### src/rtl/fivelevel_pkg.sv
package fivelevel_pkg;
  // number of two-level switching cells stacked to reach five levels
  localparam int N_CELL = 2;
  // polarity of the held modulation sample
  typedef enum logic {POL_NEG = 1'b0, POL_POS = 1'b1} pol_e;
endpackage

### src/rtl/fl_carrier.sv
module fl_carrier #(
  parameter int CAR_BITS = 10
) (
  input  logic                clk,
  input  logic                rst,
  output logic [CAR_BITS:0]   car_o,
  output logic                req_o
);
  localparam int CW = CAR_BITS + 1;
  localparam logic [CW-1:0] CMAX_V = {1'b1, {CAR_BITS{1'b0}}};

  logic [CW-1:0] cnt_q, cnt_d;
  logic          up_q, up_d;
  logic          req_q;

  always_comb begin
    if (up_q) begin
      cnt_d = cnt_q + 1'b1;
      up_d  = (cnt_d != CMAX_V);
    end else begin
      cnt_d = cnt_q - 1'b1;
      up_d  = (cnt_d == '0);
    end
  end

  always_ff @(posedge clk) begin
    if (rst) begin
      cnt_q <= '0;
      up_q  <= 1'b1;
      req_q <= 1'b1;
    end else begin
      cnt_q <= cnt_d;
      up_q  <= up_d;
      req_q <= (cnt_d == '0) || (cnt_d == CMAX_V);
    end
  end

  assign car_o = cnt_q;
  assign req_o = req_q;
endmodule

### src/rtl/fl_sample.sv
module fl_sample
  import fivelevel_pkg::*;
#(
  parameter int MW       = 16,
  parameter int IW       = 16,
  parameter int CAR_BITS = 10
) (
  input  logic              clk,
  input  logic              rst,
  input  logic              req_i,
  input  logic              valid_i,
  input  logic [MW-1:0]     mod_i,
  input  logic [IW-1:0]     index_i,
  output logic [CAR_BITS:0] duty_o,
  output pol_e              pol_o,
  output logic              armed_o
);
  localparam int CW = CAR_BITS + 1;
  localparam int PW = MW + IW;
  localparam int SH = (MW - 1) + (IW - 1) - CAR_BITS;
  localparam logic [CW-1:0] CMAX_V = {1'b1, {CAR_BITS{1'b0}}};
  localparam logic [PW-1:0] CMAX_P = PW'(CMAX_V);

  logic [MW-1:0] m_q;
  logic          loaded_q;
  logic [MW-1:0] mag;
  logic [PW-1:0] prod, scaled;
  logic [CW-1:0] duty_d;

  always_comb begin
    mag    = m_q[MW-1] ? (~m_q + 1'b1) : m_q;
    prod   = PW'(mag) * PW'(index_i);
    scaled = prod >> SH;
    duty_d = (scaled > CMAX_P) ? CMAX_V : scaled[CW-1:0];
  end

  always_ff @(posedge clk) begin
    if (rst) begin
      m_q      <= '0;
      loaded_q <= 1'b0;
      duty_o   <= '0;
      pol_o    <= POL_POS;
      armed_o  <= 1'b0;
    end else begin
      if (req_i && valid_i) begin
        m_q      <= mod_i;
        loaded_q <= 1'b1;
      end
      duty_o  <= duty_d;
      pol_o   <= m_q[MW-1] ? POL_NEG : POL_POS;
      armed_o <= loaded_q;
    end
  end
endmodule

### src/rtl/fl_deadband.sv
module fl_deadband #(
  parameter int DTW = 6
) (
  input  logic           clk,
  input  logic           rst,
  input  logic           en_i,
  input  logic           want_i,
  input  logic [DTW-1:0] dt_i,
  output logic           g_hi_o,
  output logic           g_lo_o
);
  logic           side_q;
  logic [DTW-1:0] cnt_q;

  always_ff @(posedge clk) begin
    if (rst) begin
      side_q <= 1'b0;
      cnt_q  <= '0;
      g_hi_o <= 1'b0;
      g_lo_o <= 1'b0;
    end else if (!en_i || (want_i != side_q)) begin
      side_q <= want_i;
      cnt_q  <= dt_i;
      g_hi_o <= 1'b0;
      g_lo_o <= 1'b0;
    end else if (cnt_q > DTW'(1)) begin
      cnt_q  <= cnt_q - 1'b1;
      g_hi_o <= 1'b0;
      g_lo_o <= 1'b0;
    end else begin
      cnt_q  <= '0;
      g_hi_o <= side_q;
      g_lo_o <= !side_q;
    end
  end
endmodule

### src/rtl/fivelevel_mod.sv
module fivelevel_mod
  import fivelevel_pkg::*;
#(
  parameter int MW       = 16,
  parameter int IW       = 16,
  parameter int CAR_BITS = 10,
  parameter int DTW      = 6
) (
  input  logic           clk,
  input  logic           rst,
  input  logic [MW-1:0]  mod_i,
  input  logic           mod_valid_i,
  input  logic [IW-1:0]  index_i,
  input  logic [DTW-1:0] dead_i,
  output logic [3:0]     lf_gate_o,
  output logic [3:0]     hf_gate_o,
  output logic           sample_req_o
);
  localparam int CW = CAR_BITS + 1;
  localparam logic [CW-1:0] CMAX_V = {1'b1, {CAR_BITS{1'b0}}};

  logic [CW-1:0] car;
  logic          req;
  logic [CW-1:0] duty;
  pol_e          pol;
  logic          armed;
  logic          lf_hi, lf_lo;

  fl_carrier #(.CAR_BITS(CAR_BITS)) u_car (
    .clk   (clk),
    .rst   (rst),
    .car_o (car),
    .req_o (req)
  );

  fl_sample #(.MW(MW), .IW(IW), .CAR_BITS(CAR_BITS)) u_smp (
    .clk     (clk),
    .rst     (rst),
    .req_i   (req),
    .valid_i (mod_valid_i),
    .mod_i   (mod_i),
    .index_i (index_i),
    .duty_o  (duty),
    .pol_o   (pol),
    .armed_o (armed)
  );

  // one comparator and dead-band per switching cell; cell B sees the mirrored carrier
  for (genvar c = 0; c < N_CELL; c++) begin : g_cell
    logic [CW-1:0] ref_car;
    logic          want_q;

    if (c == 0) begin : g_direct
      assign ref_car = car;
    end else begin : g_mirror
      assign ref_car = CMAX_V - car;
    end

    always_ff @(posedge clk) begin
      if (rst) want_q <= 1'b0;
      else     want_q <= (duty == CMAX_V) || (duty > ref_car);
    end

    fl_deadband #(.DTW(DTW)) u_db (
      .clk    (clk),
      .rst    (rst),
      .en_i   (armed),
      .want_i (want_q),
      .dt_i   (dead_i),
      .g_hi_o (hf_gate_o[2*c]),
      .g_lo_o (hf_gate_o[2*c+1])
    );
  end

  fl_deadband #(.DTW(DTW)) u_lf (
    .clk    (clk),
    .rst    (rst),
    .en_i   (armed),
    .want_i (pol == POL_POS),
    .dt_i   (dead_i),
    .g_hi_o (lf_hi),
    .g_lo_o (lf_lo)
  );

  assign lf_gate_o    = {lf_lo, lf_lo, lf_hi, lf_hi};
  assign sample_req_o = req;
endmodule

### config.mk
export PLATFORM = sky130hd
export DESIGN_NAME = fivelevel_mod
export DESIGN_NICKNAME = d
export VERILOG_FILES = /design/src/rtl/fivelevel_pkg.sv /design/src/rtl/fl_carrier.sv /design/src/rtl/fl_sample.sv /design/src/rtl/fl_deadband.sv /design/src/rtl/fivelevel_mod.sv
export SDC_FILE = /design/constraint.sdc
export NUM_CORES = 1
export LEC_CHECK = 0
export ABC_AREA = 1
export BUFFER_PORTS_ARGS = -buffer_cell sky130_fd_sc_hd__buf_2
export CELL_PAD_IN_SITES_DETAIL_PLACEMENT = 0
export CELL_PAD_IN_SITES_GLOBAL_PLACEMENT = 1
export CORE_ASPECT_RATIO = 1.25
export CORE_MARGIN = 4
export CORE_UTILIZATION = 48
export CTS_CLUSTER_DIAMETER = 100
export DETAILED_ROUTE_END_ITERATION = 7
export PLACE_DENSITY = 0.94
export SYNTH_ARGS = -nofsm -noshare
export SYNTH_HDL_FRONTEND = slang
export SYNTH_HIERARCHICAL = 1
export SYNTH_SLANG_ARGS = --single-unit
### constraint.sdc
create_clock -name clk -period 7.4 [get_ports clk]
set_input_delay 1.11 -clock clk [delete_from_list [all_inputs] [get_ports clk]]
set_output_delay 1.11 -clock clk [all_outputs]
set_load 0.02 [all_outputs]
* After elaboration in Yosys (flattened, before gate mapping)
Cells that the tools add are included.
** Storage, ports and cells
- Bits in registers :: 72
- Word-level logic and storage cells :: 72
- Output and inout bits :: 9
- Input bits :: 41
** Operators by class
- Add/sub/neg operators :: 7
- Muxes and demuxes :: 11
- Bitwise gates (word level) :: 1
- Magnitude comparators :: 6
- Multiply operators :: 1
- Reductions and logical operators :: 17
- Equal/unequal tests :: 6
** Operators with widths (number)
- 6-bit 2-to-1 mux :: 6
- 16-bit by 16-bit multiplier with 32-bit output :: 1
- 11-bit equality test (second input constant) :: 2
- 11-bit greater-than comparator :: 2
- 11-bit zero test :: 2
- 11-bit 2-to-1 mux :: 2
- 6-bit by 1-bit greater-than comparator with 1-bit output (second input constant) :: 3
- 6-bit by 1-bit subtractor with 6-bit output (second input constant) :: 3
- 16-bit by 1-bit adder with 16-bit output (second input constant) :: 1
- 16-bit 2-to-1 mux :: 1
- 16-bit NOT :: 1
- 12-bit by 11-bit greater-than comparator with 1-bit output (second input constant) :: 1
- 11-bit by 1-bit adder with 11-bit output (second input constant) :: 1
- 11-bit != test (second input constant) :: 1
- 11-bit by 1-bit subtractor with 11-bit output (second input constant) :: 1
- 11-bit subtractor (first input constant) :: 1
- 3-bit OR reduction :: 3
- 1-bit logical OR :: 6
- 1-bit zero test :: 4
- 1-bit != test :: 3
- 1-bit 2-to-1 mux :: 2
- 2-bit OR reduction :: 1
- 1-bit logical AND :: 1

* Depth between registers and ports, before layout
Gate-level depths: netlist of run 1.
- Depth in word-level cells :: 6
- Depth in mapped cells :: 45
- Depth with buffers taken out :: 44

* Cells and area by module
Netlist of run 1, hierarchy kept.
** Modules (own cells, without submodules)
- fl_sample :: times used 1, area an instance 9914.5 sq um, sequential area each 600.6 sq um, cells each 1357
- fl_deadband :: times used 3, area an instance 469.2 sq um, sequential area each 180.2 sq um, cells each 61
- fl_carrier :: times used 1, area an instance 1107.3 sq um, sequential area each 260.2 sq um, cells each 195
- fivelevel_mod :: times used 1, area an instance 885.8 sq um, sequential area each 40.0 sq um, cells each 140

* Worst setup path after synthesis of run 1
OpenSTA, ideal clock, no wires.
- Path type :: flip-flop to flip-flop
- Start point :: reg u_smp.m_q[0]
- End point :: reg u_smp.duty_o[0]
- Path buffers :: 2
- Arrival :: 6604 ps
- Slack :: 731 ps
- Stages on the path, launching flop included :: 40
- Required time :: 7335 ps
- Path through :: dfxtp_1 buf_4 inv_1 ha_1 inv_1 nor2_1 inv_1 nor2_1 inv_1 nor3_1 nand3_1 nand2_1 or2_2 nand2_1 clkbuf_1 nand2_1 fa_1 fa_1 [4 not listed] inv_1 fa_1 inv_1 ha_1 nand2_1 inv_1 a21oi_1 nand2_1 a21oi_1 nand2_1 nand2_1 nand2_1 nand2_1 nand2_1 nand3b_1 nand2_1 nand2_2 nor2_1
** On the way
- Cells in the longest elaborated chain, start to end :: 6
** RTL lines
- start: declaration :: line fl_sample.sv:24 : logic [MW-1:0] m_q;
- start signal: assignment :: line fl_sample.sv:46 : m_q <= mod_i;
- 16-bit NOT :: line fl_sample.sv:31 : mag = m_q[MW-1] ? (~m_q + 1'b1) : m_q;
- 16-bit by 1-bit adder with 16-bit output :: line fl_sample.sv:31
- 16-bit 2-to-1 mux * :: line fl_sample.sv:31
- 16-bit by 16-bit multiplier with 32-bit output * :: line fl_sample.sv:32 : prod = PW'(mag) * PW'(index_i);
- 12-bit by 11-bit greater-than comparator with 1-bit output :: line fl_sample.sv:34 : duty_d = (scaled > CMAX_P) ? CMAX_V : scaled[CW-1:0];
- 2-bit OR reduction (no line)
- end signal: assignment :: line fl_sample.sv:49 : duty_o <= duty_d;
- end: declaration :: line fl_sample.sv:14 : output logic [CAR_BITS:0] duty_o,
Mark *: on every way between the ends. The rest lies on a longest branch, timed or not.
A chain may end at the register's enable or synchronous reset.

* Final worst setup path of run 1
- Start point :: reg u_smp.m_q[5]
- End point :: reg u_smp.duty_o[8]
The elaborated chain is that of the path after synthesis.

==> flow_summary.toml, run 1 <==
[global_routing]
wire_length_of_the_first_global_routing_pass_mm = 59.6
first_global_vias = 12400
grt_antenna_before_repair = 0
grt-ovfl-total = 0
grt_start_max_net_pins = 44
grtUsageTotal_pct = 24.1

[clocking]
worst_skew_pair.late_latency_ns = 0.34
clock_tree.htree_level_count = 3
cts_tree = "yes"
cts_inserted_buffers = 9
postCtsHoldBufs = 0
worst_setup_hold_path_clk_slew_ns = 0.06
clock_tree.root_cell = "clkbuf_16"
clock_tree.buffer_depth = 2
clock_sinks = 72

[synthesis]
synth-seq-area-share_pct = 10.8
synth.distinct_cells = 47
yosys-top-cells-area = "fa_1, nand2_1, ha_1, inv_1, dfxtp_1"
synthesis.yosys.warnings = 6
synthesis.area_mm2 = 0.0133
synth.avg_cell_area_um2 = 7.10
synthesis.instances = 1875
post-synth-top-area-cell = "fa_1"
synth_nets = 2243
post-synth-top-count-cell = "nand2_1"
synth_flop_cell = "dfxtp_1"
ys_top_cells_by_count = "nand2_1, inv_1, nor2_1, fa_1, ha_1"
synth-seq-cells = 72
synth_top_area_share_pct = 29.0
async_flop_share_pct = 0
synth-edff-count = 0

[worst_hold_path]
min-delay-start = "u_smp/loaded_q"
hold_path.class = "reg2reg"
worstHoldPathCells = 2
min_delay_worst_endpoint = "u_smp/armed_o"

[cells_and_area]
flow.area_growth_from_synthesis_pct = 9.47
finish.net_count = 2293
num_antenna_cells = 0
layout.filler_cells = 2663
final_core_utilization_pct = 53.8
layout.cell_area.non_filler_mm2 = 0.0146
finish.cell_count_without_fillers = 2275
share_of_post_route_cells_with_drive_strength_above_1_pct = 12.1

[placed_design]
gp_congestion = 0.956
port_buffers = 49
dp_hpwl_mm = 29.9
place.detailed.instances = 2256
preCtsSetupSlack_ns = 0.269
placed_area_mm2 = 0.0140

[timing]
worst_pin_slew_ns = 0.911
final_period_minus_worst_setup_slack_ns = 7.06
slew_headroom_pct = 39.2
setup_viol = 0
final-hold-violation-count = 0
timing_max_transition_violations_final = 0
final.setup.worst_slack_ns = 0.340
timing.fmax_mhz = 142
timing.final.crit_share_pct = 95.4
timing.clock.skew_ns = 0.00970

[status]
status = "completed"

[worst_setup_path]
worstSetupStartpoint = "u_smp/m_q[5]"
crit_required_ns = 7.68
timing.critical_path.slowest_stage_cell = "fa_1"
r2r_slack_ns = 0.34
arrival_ns = 7.34
timing.critical_path.to_type = "register"
worst_path_most_repeated_cell = "inv_1"
critical_path.max_fanout = 10
cp-start-kind = "register"
reg2reg_from = "u_smp/m_q[5]"
crit-reg2reg-capture = "u_smp/duty_o[8]"
rr_worst_depth = 36
path_class = "reg2reg"
crit_family = "adder cells"
total_buffers_and_inverters_traversed_by_the_critical_path = 8
critPathMaxStageDelay_ns = 0.57

[detailed_routing]
count_of_antenna_violating_nets_left_after_detailed_routing = 0
wl_mm = 35.2
first_iter_violations = 609
vias = 11700
drc_errors = 0
post_drt_wl_per_cell_um = 15.5
dr.pass1.iters = 7
routed_via_density = 5.14

[die]
die-area_mm2 = 0.0305
io_pins = 50
die_width_um = 157
fp-row-count = 67
core_mm2 = 0.0271
die_height_um = 194
initial_core_util_pct = 49.2

[power]
finalPower_mw = 6.30
static-leakage-power_nw = 7.82
powerDensity_mw_per_mm2 = 432
peakVddDrop_uv = 473

[job]
timing.max_cap.violations = 0
[layout make-up]
class | instances | area, um2 | share of cell area, %
clock inverter | 6 | 43.8 | 0.300
clock buffer | 10 | 229 | 1.57
timing repair buffer | 83 | 500 | 3.43
inverter | 437 | 1640 | 11.3
sequential | 72 | 1440 | 9.89
tap | 345 | 432 | 2.96
multi-input combinational | 1322 | 10300 | 70.6
[cell families (layout without fill, tap and decap cells)]
family                   Yosys count  count (layout)  share of synthesized area [%]
AO/OA/AOI/OAI                    115             115                           5.02
XOR/XNOR                          23              23                           1.51
adder cells (fa/ha/maj)          327             327                           41.6
buffers and inverters            481             536                           13.8
flip-flops                        72              72                           10.8
AND/OR/NAND/NOR                  857             857                           27.2
[power by group]
part	total [mW]	switching [mW]	leakage (nW)	internal, mW
sequential	0.487	0.0472	0.593	0.440
clock	0.403	0.175	0.133	0.228
combinational	5.40	3.35	7.09	2.05
[per-stage QoR]
stage	TNS [ns]	hold WS [ns]
after global placement	0	0.417
after floorplan	0	0.410
final	0	0.438
after CTS	0	0.438
after global routing	-0.555	0.448
after detailed placement	0	0.435
[registers in the layout (all words and copies together) (netlist names)]
| name | flops |
|---|---|
| u_smp/m_q | 16 |
| g_cell.u_db/cnt_q | 12 |
| u_car/car_o | 11 |
| u_smp/duty_o | 11 |
| u_lf/cnt_q | 6 |
| g_cell.u_db/g_hi_o | 2 |
| g_cell.u_db/g_lo_o | 2 |
| g_cell.u_db/side_q | 2 |
| g_cell.want_q | 2 |
| u_car/req_o | 1 |
| u_car/up_q | 1 |
| u_lf/g_hi_o | 1 |
| u_lf/g_lo_o | 1 |
| u_lf/side_q | 1 |
| u_smp/armed_o | 1 |
| u_smp/loaded_q | 1 |
| u_smp/pol_o | 1 |
[repair_timing]
item / 4_1_cts / 5_1_grt
buffers inserted: 0 / 3
endpoints found under the setup margin: 0 / 11
gates resized for setup: 0 / 66
[layer usage]
layer | track usage [%] | vias to the layer above | wire [um]
li1 | - | 5671 | -
met1 | 29.4 | 5572 | 13900
met2 | 42.6 | 353 | 17900
met3 | 3.15 | 101 | 1950
met4 | 9.45 | 0 | 1430
met5 | 0 | - | 0
[worst max path at each step]
stage	endpoint	depth (start not counted)
floorplan	u_smp/duty_o[0]	39
global placement	u_smp/duty_o[0]	36
detailed placement	u_smp/duty_o[8]	36
CTS	u_smp/duty_o[8]	36
global route	u_smp/duty_o[8]	39
finish	u_smp/duty_o[8]	36
[tightest hold or removal path: cells and delay by family (launching register included)]
kind | cells | cell delay [ns]
simple gates | 1 | 0.04
buf+inv | 1 | 0.07
flops | 1 | 0.29
[placed cells by master, fill, tap and decap left out, types with 6 or more instances in the layout]
cell type	n
a21oi_1	44
a21oi_2	18
buf_2	49
buf_4	34
clkbuf_16	9
clkinv_1	6
dfxtp_1	72
fa_1	193
ha_1	129
inv_1	405
inv_2	25
nand2_1	452
nand2_2	25
nand3_1	64
nand4_1	13
nor2_1	223
nor2_2	25
nor2_4	10
nor4_1	9
o21ai_0	30
o21bai_1	6
xor2_1	19
Note: power is estimated with default switching activity, not from simulation.
==> inputs of run 2 (changes only) <==
Settings changed: ABC_CLOCK_PERIOD_IN_PS from default to 7400, CORE_UTILIZATION 48 to 43, PLACE_DENSITY 0.94 to 0.86.
==> run 2 against run 1 <==
Compared with the run above:
- wire length increased by 1.9%
- hold slack got worse by 0.010 ns
- critical endpoint is now u_smp/duty_o[3]
- sequential cell count unchanged
- total power increased by 5.7%
- highest routed layer unchanged
- die area increased by 11%
- sequential share of layout area decreased by 0.22 points
- critical path depth decreased by 5
- clock-buffer cell count increased by 2
- largest cell class unchanged
- maximum frequency increased by 0.44%
- clock power increased by 12%
- combinational power increased by 5.9%
==> flow_summary.toml, run 2 (synthesized netlist as in run 1, its figures left out) <==
[detailed_routing]
count_of_antenna_violating_nets_left_after_detailed_routing = 0
post_drt_wl_per_cell_um = 15.3
first_iter_violations = 718
vias = 11800
wl_mm = 35.8
routed_via_density = 5.00
drc_errors = 0
dr.pass1.iters = 5

[status]
status = "completed"

[worst_hold_path]
min-delay-start = "u_smp/loaded_q"
hold_path.class = "reg2reg"

[clocking]
clock_tree.buffer_depth = 2
worst_skew_pair.late_latency_ns = 0.34
clock_tree.htree_level_count = 3
clock_tree.root_cell = "clkbuf_16"
cts_tree = "yes"
worst_setup_hold_path_clk_slew_ns = 0.06
clock_sinks = 72
cts_inserted_buffers = 9

[worst_setup_path]
worstSetupStartpoint = "u_smp/m_q[15]"
critPathMaxStageDelay_ns = 0.55
worst_path_most_repeated_cell = "fa_1"
timing.critical_path.to_type = "register"
timing.critical_path.slowest_stage_cell = "fa_1"
crit_required_ns = 7.68
arrival_ns = 7.30
cp-start-kind = "register"
path_class = "reg2reg"
critical_path.max_fanout = 14
reg2reg_from = "u_smp/m_q[15]"

[cells_and_area]
num_antenna_cells = 0
number_of_flip_flops_under_the_largest_register_name = 16
area.sequential_mm2 = 0.00145
layout.filler_cells = 3043
registers.top_by_ff_count = "u_smp/m_q"
flow.area_growth_from_synthesis_pct = 12.5
multi_input_area_mm2 = 0.0104
layout_common_cells = "nand2_1, inv_1, nor2_1, fa_1, ha_1"
layout_top_registers = "u_smp/m_q (16), g_cell.u_db/cnt_q (12)"
finish.cell_count_without_fillers = 2349
final_core_utilization_pct = 49.4
most_frequent_standard_cell_in_the_layout_excluding_fill_and_tap_cells = "nand2_1"
share_of_post_route_cells_with_drive_strength_above_1_pct = 14.3
finish.net_count = 2311
layout.cell_area.non_filler_mm2 = 0.0150

[die]
fp-row-count = 71
io_pins = 50
die_height_um = 205
initial_core_util_pct = 44.0
core_mm2 = 0.0303
die-area_mm2 = 0.0339
die_width_um = 165

[timing]
slew_headroom_pct = 39.3
timing.clock.skew_ns = 0.0118
timing.final.crit_share_pct = 95.0
setup_viol = 0
timing_max_transition_violations_final = 0
setup_total_negative_slack_ns = 0
timing.fmax_mhz = 142
worst_pin_slew_ns = 0.911
final-hold-violation-count = 0
final.setup.worst_slack_ns = 0.371
final_period_minus_worst_setup_slack_ns = 7.03
final.hold.worst_slack_ns = 0.428

[power]
static-leakage-power_nw = 7.93
peakVddDrop_uv = 500
powerDensity_mw_per_mm2 = 444
finalPower_mw = 6.66

[placed_design]
port_buffers = 49
dp_hpwl_mm = 30.1
preCtsSetupSlack_ns = 0.217
place.detailed.instances = 2314
gp_congestion = 0.949
placed_area_mm2 = 0.0141

[global_routing]
grt_start_max_net_pins = 44
grt_antenna_before_repair = 0
grtUsageTotal_pct = 22.2
grt-ovfl-total = 0
first_global_vias = 12300
wire_length_of_the_first_global_routing_pass_mm = 60.2

[job]
timing.max_cap.violations = 0
==> run 2: final timing paths <==
path                                   endpoint  slack, ns  depth (start not counted)
worst max-delay path            u_smp/duty_o[3]       0.37                         31
worst min register to register    u_smp/armed_o       0.43                          2
worst max register to register  u_smp/duty_o[3]       0.37                         31
worst min-delay path              u_smp/armed_o       0.43                          2
==> run 2: what timing repair did <==
action	4_1_cts	5_1_grt
hold buffers	0	0
buffers inserted	0	18
endpoints found under the setup margin	0	11
gates resized for setup	0	111
==> run 2: metal layers <==
metal / track usage, % / up-vias / part of all wire (%)
li1: - / 5706 / -
met1: 27.0 / 5597 / 40
met2: 39.4 / 345 / 50
met3: 2.33 / 105 / 4.9
met4: 9.61 / 0 / 4.7
met5: 0 / - / 0
==> run 2: final cells by class <==
class,count,share of cell area [%]
multi-input combinational,1323,69.6
inverter,437,11.1
sequential,72,9.67
timing repair buffer,100,4.24
tap,401,3.35
clock buffer,12,1.71
clock inverter,4,0.351
==> run 2: report_power, final <==
| part | total (mW) | switching (mW) | internal [mW] |
|---|---|---|---|
| clock network | 0.451 | 0.171 | 0.280 |
| logic | 5.72 | 3.56 | 2.16 |
| registers | 0.486 | 0.0460 | 0.440 |
==> run 2: critical path, delay by kind of cell (launching register included) <==
| family | cells | cell delay, ns |
|---|---|---|
| adders and majority gates | 7 | 3.15 |
| buffers and inverters | 8 | 1.05 |
| DFF | 1 | 0.53 |
| and+or+nand+nor | 16 | 2.24 |
